<file path="config.mk">
export PLATFORM = sky130hd
export DESIGN_NAME = chardisp_regcore
export DESIGN_NICKNAME = d
export VERILOG_FILES = /design/src/rtl/chardisp_pkg.sv /design/src/rtl/cd_strobe.sv /design/src/rtl/cd_busy_timer.sv /design/src/rtl/cd_ram.sv /design/src/rtl/cd_addr_ctr.sv /design/src/rtl/chardisp_regcore.sv
export SDC_FILE = /design/constraint.sdc
export NUM_CORES = 2
export LEC_CHECK = 0
export ABC_AREA = 1
export BUFFER_PORTS_ARGS = -buffer_cell sky130_fd_sc_hd__buf_2
export CAP_MARGIN = 15
export CORE_MARGIN = 2
export CORE_UTILIZATION = 45
export DETAILED_ROUTE_END_ITERATION = 10
export GPL_TIMING_DRIVEN = 0
export PLACE_DENSITY = 0.59
export SLEW_MARGIN = 25
export SYNTH_ARGS = -nofsm -noshare
export SYNTH_HDL_FRONTEND = slang
export SYNTH_SLANG_ARGS = --single-unit
</file>
<file path="constraint.sdc">
create_clock -name clk -period 2.8 [get_ports clk]
set_input_delay 0.14 -clock clk [delete_from_list [all_inputs] [get_ports clk]]
set_output_delay 0.14 -clock clk [all_outputs]
set_load 0.01 [all_outputs]
</file>
<file path="src/rtl/chardisp_pkg.sv">
package chardisp_pkg;
   typedef logic [7:0] cd_byte_t;
   typedef enum logic [2:0] {
      CD_OP_NONE,
      CD_OP_SET_DD,
      CD_OP_SET_CG,
      CD_OP_WRITE,
      CD_OP_READ
   } cd_op_e;
endpackage

</file>
<file path="src/rtl/cd_strobe.sv">
module cd_strobe #(
   parameter int DW = 8
) (
   input  logic          clk,
   input  logic          rst_n,
   input  logic          en_i,
   input  logic          rs_i,
   input  logic          rw_i,
   input  logic [DW-1:0] dat_i,
   output logic          fire_o,
   output logic          rs_o,
   output logic          rw_o,
   output logic [DW-1:0] dat_o
);
   logic en_q;

   always_ff @(posedge clk or negedge rst_n) begin
      if (!rst_n) begin
         en_q  <= 1'b0;
         rs_o  <= 1'b0;
         rw_o  <= 1'b0;
         dat_o <= '0;
      end else begin
         en_q <= en_i;
         if (en_i) begin
            rs_o  <= rs_i;
            rw_o  <= rw_i;
            dat_o <= dat_i;
         end
      end
   end

   assign fire_o = en_q & ~en_i;
endmodule

</file>
<file path="src/rtl/cd_busy_timer.sv">
module cd_busy_timer #(
   parameter int CYC = 4
) (
   input  logic clk,
   input  logic rst_n,
   input  logic start_i,
   output logic busy_o
);
   localparam int CW = $clog2(CYC + 1);
   localparam logic [CW-1:0] LOAD = CW'(CYC);

   logic [CW-1:0] cnt_q;

   always_ff @(posedge clk or negedge rst_n) begin
      if (!rst_n)
         cnt_q <= '0;
      else if (start_i)
         cnt_q <= LOAD;
      else if (cnt_q != '0)
         cnt_q <= cnt_q - 1'b1;
   end

   assign busy_o = (cnt_q != '0);
endmodule

</file>
<file path="src/rtl/cd_ram.sv">
module cd_ram #(
   parameter int DEPTH = 64,
   parameter int AW    = 6,
   parameter int DW    = 8
) (
   input  logic          clk,
   input  logic          rst_n,
   input  logic          we_i,
   input  logic [AW-1:0] waddr_i,
   input  logic [DW-1:0] wdata_i,
   input  logic [AW-1:0] raddr_i,
   output logic [DW-1:0] rdata_o
);
   logic [DW-1:0] mem_q [DEPTH];

   always_ff @(posedge clk or negedge rst_n) begin
      if (!rst_n) begin
         for (int i = 0; i < DEPTH; i++) mem_q[i] <= '0;
      end else if (we_i && (int'(waddr_i) < DEPTH)) begin
         mem_q[waddr_i] <= wdata_i;
      end
   end

   assign rdata_o = (int'(raddr_i) < DEPTH) ? mem_q[raddr_i] : '0;
endmodule

</file>
<file path="src/rtl/cd_addr_ctr.sv">
module cd_addr_ctr #(
   parameter int AW       = 7,
   parameter int DD_DEPTH = 80,
   parameter int CG_DEPTH = 64
) (
   input  logic          clk,
   input  logic          rst_n,
   input  logic          ld_dd_i,
   input  logic          ld_cg_i,
   input  logic [AW-1:0] ld_val_i,
   input  logic          step_i,
   input  logic          dec_i,
   output logic [AW-1:0] ac_o,
   output logic          sel_o,
   output logic [AW-1:0] nxt_ac_o,
   output logic          nxt_sel_o
);
   localparam logic [AW-1:0] DD_LAST = AW'(DD_DEPTH - 1);
   localparam logic [AW-1:0] CG_LAST = AW'(CG_DEPTH - 1);
   localparam logic [AW-1:0] DD_SPAN = AW'(DD_DEPTH);

   logic [AW-1:0] ac_q, last, stepped;
   logic          sel_q;

   always_comb begin
      last = sel_q ? CG_LAST : DD_LAST;
      if (dec_i)
         stepped = (ac_q == '0) ? last : ac_q - 1'b1;
      else
         stepped = (ac_q == last) ? '0 : ac_q + 1'b1;

      nxt_sel_o = sel_q;
      nxt_ac_o  = ac_q;
      if (ld_dd_i) begin
         nxt_sel_o = 1'b0;
         nxt_ac_o  = (ld_val_i >= DD_SPAN) ? ld_val_i - DD_SPAN : ld_val_i;
      end else if (ld_cg_i) begin
         nxt_sel_o = 1'b1;
         nxt_ac_o  = ld_val_i & CG_LAST;
      end else if (step_i) begin
         nxt_ac_o  = stepped;
      end
   end

   always_ff @(posedge clk or negedge rst_n) begin
      if (!rst_n) begin
         ac_q  <= '0;
         sel_q <= 1'b0;
      end else begin
         ac_q  <= nxt_ac_o;
         sel_q <= nxt_sel_o;
      end
   end

   assign ac_o  = ac_q;
   assign sel_o = sel_q;
endmodule

</file>
<file path="src/rtl/chardisp_regcore.sv">
module chardisp_regcore #(
   parameter int DD_DEPTH    = 80,
   parameter int CG_DEPTH    = 64,
   parameter int BUSY_CYC    = 4,
   parameter bit DIR_PORT_EN = 1'b1
) (
   input  logic       clk,
   input  logic       rst_n,
   input  logic       en_i,
   input  logic       rs_i,
   input  logic       rw_i,
   input  logic [7:0] bus_i,
   input  logic       dir_dec_i,
   output logic [7:0] bus_o
);
   import chardisp_pkg::*;

   localparam int AC_W  = 7;
   localparam int CG_AW = $clog2(CG_DEPTH);

   if (DD_DEPTH < 2 || DD_DEPTH >= (1 << AC_W) || 2 * DD_DEPTH < (1 << AC_W))
      $error("DD_DEPTH must lie in [64,127]");
   if (CG_DEPTH < 2 || (1 << CG_AW) != CG_DEPTH || CG_DEPTH > (1 << (AC_W - 1)))
      $error("CG_DEPTH must be a power of two up to 64");
   if (BUSY_CYC < 1)
      $error("BUSY_CYC must be at least 1");

   logic          fire, rs_c, rw_c, busy, accept, dec, sel, nxt_sel;
   cd_byte_t      dat_c, dr_q, dd_rd, cg_rd;
   logic [AC_W-1:0] ac, nxt_ac;
   cd_op_e        op;

   cd_strobe #(.DW(8)) u_stb (
      .clk(clk), .rst_n(rst_n), .en_i(en_i), .rs_i(rs_i), .rw_i(rw_i),
      .dat_i(bus_i), .fire_o(fire), .rs_o(rs_c), .rw_o(rw_c), .dat_o(dat_c)
   );

   always_comb begin
      op = CD_OP_NONE;
      if (fire && !busy) begin
         unique case ({rs_c, rw_c})
            2'b00: begin
               if (dat_c[7])              op = CD_OP_SET_DD;
               else if (dat_c[6])         op = CD_OP_SET_CG;
            end
            2'b10:                        op = CD_OP_WRITE;
            2'b11:                        op = CD_OP_READ;
            default:                      op = CD_OP_NONE;
         endcase
      end
   end

   assign accept = (op != CD_OP_NONE);

   if (DIR_PORT_EN) begin : g_dir_port
      assign dec = dir_dec_i;
   end else begin : g_dir_fixed
      logic unused_dir;
      assign unused_dir = dir_dec_i;
      assign dec = 1'b0;
   end

   cd_addr_ctr #(.AW(AC_W), .DD_DEPTH(DD_DEPTH), .CG_DEPTH(CG_DEPTH)) u_ac (
      .clk(clk), .rst_n(rst_n),
      .ld_dd_i(op == CD_OP_SET_DD), .ld_cg_i(op == CD_OP_SET_CG),
      .ld_val_i(dat_c[AC_W-1:0]),
      .step_i((op == CD_OP_WRITE) || (op == CD_OP_READ)), .dec_i(dec),
      .ac_o(ac), .sel_o(sel), .nxt_ac_o(nxt_ac), .nxt_sel_o(nxt_sel)
   );

   cd_ram #(.DEPTH(DD_DEPTH), .AW(AC_W), .DW(8)) u_dd (
      .clk(clk), .rst_n(rst_n),
      .we_i((op == CD_OP_WRITE) && !sel), .waddr_i(ac), .wdata_i(dat_c),
      .raddr_i(nxt_ac), .rdata_o(dd_rd)
   );

   cd_ram #(.DEPTH(CG_DEPTH), .AW(CG_AW), .DW(8)) u_cg (
      .clk(clk), .rst_n(rst_n),
      .we_i((op == CD_OP_WRITE) && sel), .waddr_i(ac[CG_AW-1:0]), .wdata_i(dat_c),
      .raddr_i(nxt_ac[CG_AW-1:0]), .rdata_o(cg_rd)
   );

   always_ff @(posedge clk or negedge rst_n) begin
      if (!rst_n)
         dr_q <= '0;
      else if (accept)
         dr_q <= nxt_sel ? cg_rd : dd_rd;
   end

   cd_busy_timer #(.CYC(BUSY_CYC)) u_busy (
      .clk(clk), .rst_n(rst_n), .start_i(accept), .busy_o(busy)
   );

   always_comb begin
      if (!rw_i)     bus_o = '0;
      else if (rs_i) bus_o = dr_q;
      else           bus_o = {busy, ac};
   end
endmodule

</file>
* Word-level counts from Yosys, hierarchy flattened
Index checks and enable logic that the tools add are counted.
Word-level totals: flip-flop bits (word level) 1182, input bits 14, logic and storage cells 224
Operators by class: $add $sub $neg 4, $lt $le $gt $ge 9, eq/ne operators 7, multiplexer cells 32, bitwise logic cells 6, reductions and logical operators 14
Operators by type and width (number):
- 640-bit bitwise mux | 1
- 512-bit bitwise mux | 1
- 8-bit two-way mux | 10
- 8-bit binary-select mux with 7-bit select | 1
- 8-bit demux with 7-bit select | 1
- 7-bit two-way mux | 8
- 8-bit binary-select mux with 6-bit select | 1
- 8-bit demux with 6-bit select | 1
- 7-bit greater-or-equal comparator, second input constant | 3
- 8-bit greater-or-equal comparator, second input constant | 2
- 7-bit inverter with 8-bit output | 2
- 7-bit less-than comparator, second input constant | 2
- 6-bit inverter with 7-bit output | 2
- 3-bit two-way mux | 3
- 3-bit case mux with 3 select lines | 1
- 8-bit by 1-bit less-than comparator with 1-bit output, second input constant | 1
- 7-bit by 1-bit adder with 7-bit output, second input constant | 1
- 7-bit == test | 1
- 7-bit logical NOT | 1
- 7-bit by 1-bit less-than comparator with 1-bit output, second input constant | 1
- 7-bit by 1-bit subtractor with 7-bit output, second input constant | 1
- 7-bit subtractor, second input constant | 1
- 3-bit by 2-bit == test with 1-bit output, second input constant | 2
- 1-bit logical AND | 6
- 13 further kinds | 18

* Longest topological paths before layout
depth after elaboration 15, depth in mapped cells 26

* By module
A second synthesis with hierarchy kept.
Unflattened totals: cells, all modules 7084, area total of the unflattened synthesis 55378.1 um^2
Modules (own cells, without submodules):
- cd_ram at u_dd | instances 1, cells an instance 3819, area an instance 29789.8 um^2, sequential area each 16015.4 um^2
- cd_ram at u_cg | instances 1, cells an instance 2954, area an instance 23413.7 um^2, sequential area each 12812.3 um^2
- cd_addr_ctr | instances 1, cells an instance 151, area an instance 930.9 um^2, sequential area each 200.2 um^2
- chardisp_regcore | instances 1, cells an instance 93, area an instance 659.4 um^2, sequential area each 200.2 um^2
- cd_strobe | instances 1, cells an instance 45, area an instance 410.4 um^2, sequential area each 275.3 um^2
- cd_busy_timer | instances 1, cells an instance 22, area an instance 173.9 um^2, sequential area each 75.1 um^2

* Worst setup path after synthesis
OpenSTA, ideal clock, no wires.
path kind register to register, start point register u_ac.ac_q[0] (netlist: u_ac.ac_o[0]), end point register dr_q[0], data arrival time 2.509 ns, required time 2.675 ns, path slack 0.166 ns, stages on the path, launching flop included 23, period minus slack after synthesis 2.634 ns, cell sequence dfrtp_1 > buf_2 > inv_1 > ha_1 > nand3_2 > nor2_4 > nand3_1 > nand2_1 > nand2_1 > nand2_1 > nand2_1 > nand2_2 > buf_4 > clkbuf_1 > nand2_1 > nand3_1 > nand3_1 > nand3_1 > nand3_1 > nand3_1 > nand2_1 > a21oi_1 > a21oi_1
On the way: word-level cells in the longest chain between the ends 12, elaborated cells on any way between the ends 21, those cells by class add/sub: 2; order compare: 1; eq/ne: 1; mux: 14; bitwise: 2; reduce/logical: 1
Ends and longest elaborated chain:
- from (decl) | RTL line cd_addr_ctr.sv:22 | logic [AW-1:0] ac_q, last, stepped;
- from (signal assigned) | RTL line cd_addr_ctr.sv:50 | ac_q <= nxt_ac_o;
- 7-bit by 1-bit adder with 7-bit output (tied with other cells) | RTL line cd_addr_ctr.sv:30 | stepped = (ac_q == last) ? '0 : ac_q + 1'b1;
- 7-bit two-way mux, on equally long branches | RTL line cd_addr_ctr.sv:30, cd_addr_ctr.sv:28
- 7-bit two-way mux | RTL line cd_addr_ctr.sv:27 | if (dec_i)
- 7-bit two-way mux * | RTL line cd_addr_ctr.sv:40 | end else if (step_i) begin
- 7-bit two-way mux * | RTL line cd_addr_ctr.sv:37 | end else if (ld_cg_i) begin
- 7-bit two-way mux * | RTL line cd_addr_ctr.sv:34 | if (ld_dd_i) begin
- 7-bit inverter with 8-bit output (not written as such) | RTL line cd_ram.sv:24 | assign rdata_o = (int'(raddr_i) < DEPTH) ? mem_q[raddr_i] : '0;
- 8-bit binary-select mux with 7-bit select | RTL line cd_ram.sv:24
- 8-bit two-way mux (not written as such) (2 in series) | RTL line cd_ram.sv:24
- 8-bit two-way mux | RTL line cd_ram.sv:24
- 8-bit two-way mux * | RTL line chardisp_regcore.sv:87 | dr_q <= nxt_sel ? cg_rd : dd_rd;
- to (signal assigned) | RTL line chardisp_regcore.sv:87
- to (decl) | RTL line chardisp_regcore.sv:29 | cd_byte_t dat_c, dr_q, dd_rd, cg_rd;
Every way passes the cells marked *; elsewhere a longest branch is shown, timed or not. The select of a mux whose other input is x is not followed. A chain may end at the register's enable or synchronous reset.

* Worst setup path after layout
start point register u_busy.cnt_q[1], end point register dr_q[2]
On the way: word-level cells in the longest chain between the ends 15, elaborated cells on any way between the ends 26, those cells by class order compare: 1; eq/ne: 4; mux: 14; bitwise: 2; reduce/logical: 5
Ends and longest elaborated chain:
- from (decl) | RTL line cd_busy_timer.sv:12 | logic [CW-1:0] cnt_q;
- from (signal assigned) | RTL line cd_busy_timer.sv:20 | cnt_q <= cnt_q - 1'b1;
- 3-bit nonzero test * | RTL line cd_busy_timer.sv:23 | assign busy_o = (cnt_q != '0);
- 1-bit logical NOT * | RTL line chardisp_regcore.sv:40 | if (fire && !busy) begin
- 1-bit logical AND * | RTL line chardisp_regcore.sv:40
- 3-bit two-way mux * | RTL line chardisp_regcore.sv:40
- 3-bit by 2-bit == test with 1-bit output / 3-bit == test (equally long branches) | RTL line chardisp_regcore.sv:67 | .step_i((op == CD_OP_WRITE) || (op == CD_OP_READ)), .dec_i(dec),
- 1-bit logical OR | RTL line chardisp_regcore.sv:67
- 7-bit two-way mux | RTL line cd_addr_ctr.sv:40
- 7-bit two-way mux | RTL line cd_addr_ctr.sv:37
- 7-bit two-way mux | RTL line cd_addr_ctr.sv:34
- 7-bit inverter with 8-bit output (not written as such) | RTL line cd_ram.sv:24
- 8-bit binary-select mux with 7-bit select | RTL line cd_ram.sv:24
- 8-bit two-way mux (not written as such) (2 in series) | RTL line cd_ram.sv:24
- 8-bit two-way mux | RTL line cd_ram.sv:24
- 8-bit two-way mux | RTL line chardisp_regcore.sv:87
Marked as above.

==> impl_results.md <==
- Synth Instances: 7312
- Metal2 WL: 104400 um
- FMAX: 0.3003 GHz
- Sequential power share: 0.260
- Worst-margin pin slew: 1162 ps
- Avg WL per Cell: approximately 26 um
- Sw frac: 0.4404
- GP Congestion: 1.038
- Nature of the critical path endpoint: register
- Worst skew pair latency: 820 ps
- Top Layer Used: met5
- Initial antenna violation count: 7
- Initial DRC Count: 7118
- Clk slew on worst S/H paths: 60 ps
- Worst EP required: about 3500 ps
- Final core occ: 0.5756
- Most frequent cells after synthesis: nand2_1 (2590), dfrtp_1 (1182), o21ai_0 (1178), nand3_1 (1100), inv_1 (526)
- Vias post-DR: 55.15k
- Final ANT Viol Nets: 0
- Period minus WS final: ~3300 ps
- Yosys warns: 0
- Port Buffers: 21
- Area growth, synth to finish: 26.66%
- Die Wd: 357.8 um
- P_leak: 32.43 nW
- Fin cells: approximately 9.5k
- CTS Buf Count: 137
- Clk buf depth: 3
- Worst clock skew: 31.17 ps
- Io pins: 22
- First-pass GRT wire length: 349500 um
- TNS Setup: -8927 ps
- PD cells: 949.2 mW/mm2
- Initial Util: 0.4544
- Placed instance count: 9000
- Failing checks: negative setup slack
- RSZ-0062 raised after global routing: true
- CTS sink count: 1182
- 1st-pass router iterations: 6
- Metal-1 WL: around 100000 um
- Hold Fails Final Rpt: 0
- MaxCap Viol Count: 0
- Cell variety after synth: 42
- Worst hold path depth: 4
- Mapped Area: around 0.056 mm2
- Worst endpoint data arrival time: between 4000 and 5000 ps
- Biggest area consumer among synthesized cells: dfrtp_1
- DIE HEIGHT: 357.8 um
- Rel. slew slack: 0.2209
- Crit Path Class: reg -> reg
- FFs w/ async S/R, synth: 1.000
- Pins Over Slew Limit: 0
- Total gr overflow: 0
- Die ar.: 0.1280 mm2
- Layout cells sized above 1: 0.1696
- Via density: just under 6
- Gate power share: 0.467
- Count leader, synth: nand2_1
- Post-synth top area share: 0.5251
- P_sw: roughly 30 mW
- CTS tree: done
- Met3 wire length: ~28000 um
- DRC Markers: 0
- Std-Cell Rows: 129
- R2R depth: 21
- Synth Flop Type: dfrtp_1
- Largest net degree at the start of global routing: 128
- Crit path max fanout: 10
- CTS H-tree lvls: 4
- Hold Slack: 179.4 ps
- Final Cycle Share: 1.189
- Internal: 37.90 mW
- Detailed-placement wirelength estimate: 173200 um
- Total GRT Usage: 0.3774
- Max IR drop VDD: 736.1 uV
- Register area share after synthesis: 0.5251
- Clk network pwr share: 0.274
- WL final: 249200 um
- Ranking of synthesized cells by area: dfrtp_1 (53%), nand2_1 (17%), o21ai_0 (10%)
- Seq cells post-synth: between 1k and 1.5k
- Syn Area/Cell: 7.704 um2
- Reg2Reg Setup Slack: -530 ps
- Final setup violation count: about 160
- Clk Tree Root Cell: clkbuf_16
- # nets final: 7749
- Core area: 0.1240 mm2
- Dpl ws: -1759 ps
- Outcome: finished, violations left
- Final worst slack: -529.5 ps
- Vias in the first global route: 50.03k
- Syn_nets: 7332
- Number of synthesized flops with an enable pin: 0
- Worst Hold Class: in -> reg
- Startpoint type of the worst setup path: register
state kept, by name, indices dropped and copies added, names as in the netlist:
name	cells
u_busy.cnt_q	3
dr_q	8
u_stb.rw_o	1
u_ac.ac_o	7
u_stb.dat_o	8
u_stb.rs_o	1
u_dd.mem_q	640
u_stb.en_q	1
u_ac.sel_o	1
u_cg.mem_q	512
what timing repair did:
| action | CTS | global route |
|---|---|---|
| setup buffers | 63 | 82 |
| pin swaps | 69 | 54 |
| cloned | 9 | 61 |
| hold endpoints to repair | 428 | 0 |
| hold buffers | 20 | 0 |
| gates resized for setup | 740 | 1170 |
| setup endpoints to repair | 1064 | 1071 |
critical path, cell delays in order, from the launching register on:
cell and delay [ps]:
dfrtp_1 390, inv_2 90, ha_4 170, nand2_8 80
nor2_8 190, nand4_4 190, nand2_8 130, buf_12 110
inv_2 50, a31oi_4 290, buf_6 270, buf_6 280
nand3_2 140, nand3_4 120, nand2_1 70, nand2_2 90
nand2_2 80, inv_1 90, nand2_2 60, nand2_2 120
nand2_2 90, a21oi_2 140
layer usage:
metal  GRT usage  vias to the layer above
met4      0.2003                        4
met1      0.5232                    27062
met2      0.5436                     2968
met5           0                        -
met3     0.09552                      651
li1            -                    24460
final timing paths:
kind | start | to
worst min-delay path | bus_i[2] | u_stb.dat_o[2]
worst max-delay path | u_busy.cnt_q[1] | dr_q[2]
worst max register to register | u_busy.cnt_q[1] | dr_q[2]
min in group asynchronous | rst_n | u_cg.mem_q[220]
max in group asynchronous | rst_n | u_dd.mem_q[392]
worst min register to register | dr_q[6] | dr_q[6]
through the flow:
stage / instance area, um2 / power (mW)
after floorplan: 56330 / 30.09
final: 71350 / 67.73
after global placement: 58480 / 41.52
after detailed placement: 59240 / 41.66
after CTS: 67480 / 64.84
after global routing: 71350 / 69.08
cell type report:
type	count	area (um2)
inverters	547	2090
plain buffers	521	4778
multi-input cells	5057	24580
flip-flops and latches	1182	29580
clock buffers	201	4003
repair buffers	283	3680
well taps	1637	2048
clock inverters	43	589.3
fillers	11425	52610
diodes	2	5.005
logic make-up after synthesis:
| family | Yosys count | synth area share |
|---|---|---|
| buffers and inverters | 1075 | 0.07947 |
| AOI/OAI and AO/OA | 1252 | 0.1133 |
| and+or+nand+nor | 3793 | 0.2802 |
| xor gates and xnor gates | 4 | 0.0006220 |
| adders and majority gates | 6 | 0.001333 |
| DFF | 1182 | 0.5251 |
layout by cell type (no fill, tap or decap), drive strengths merged:
master and count:
a21boi 1, a21o 2, a21oi 40, a22oi 1, a31oi 2, a32oi 1
buf 566, bufbuf 1, bufinv 9, clkbuf 423, clkinv 34, clkinvlp 4
dfrtp 1182, diode 2, dlygate4sd3 15, ha 6, inv 543, nand2 2603
nand3 1102, nand3b 1, nand4 6, nor2 74, nor3 7, nor4 1
o2111ai 1, o211ai 21, o21ai 1183, or2 1, xnor2 1, xor2 3
power groups by stage:
stage          Combinational (mW)  Clock, mW  Sequential, mW
3_3_place_gp                 23.6          0            17.9
4_1_cts                      28.6       18.6            17.6
3_5_place_dp                 23.8          0            17.9
2_1_floorplan                12.3          0            17.8
5_1_grt                      32.1       19.4            17.6
6_report                     31.6       18.5            17.6
No activity file was read; power rests on OpenSTA's default activity.
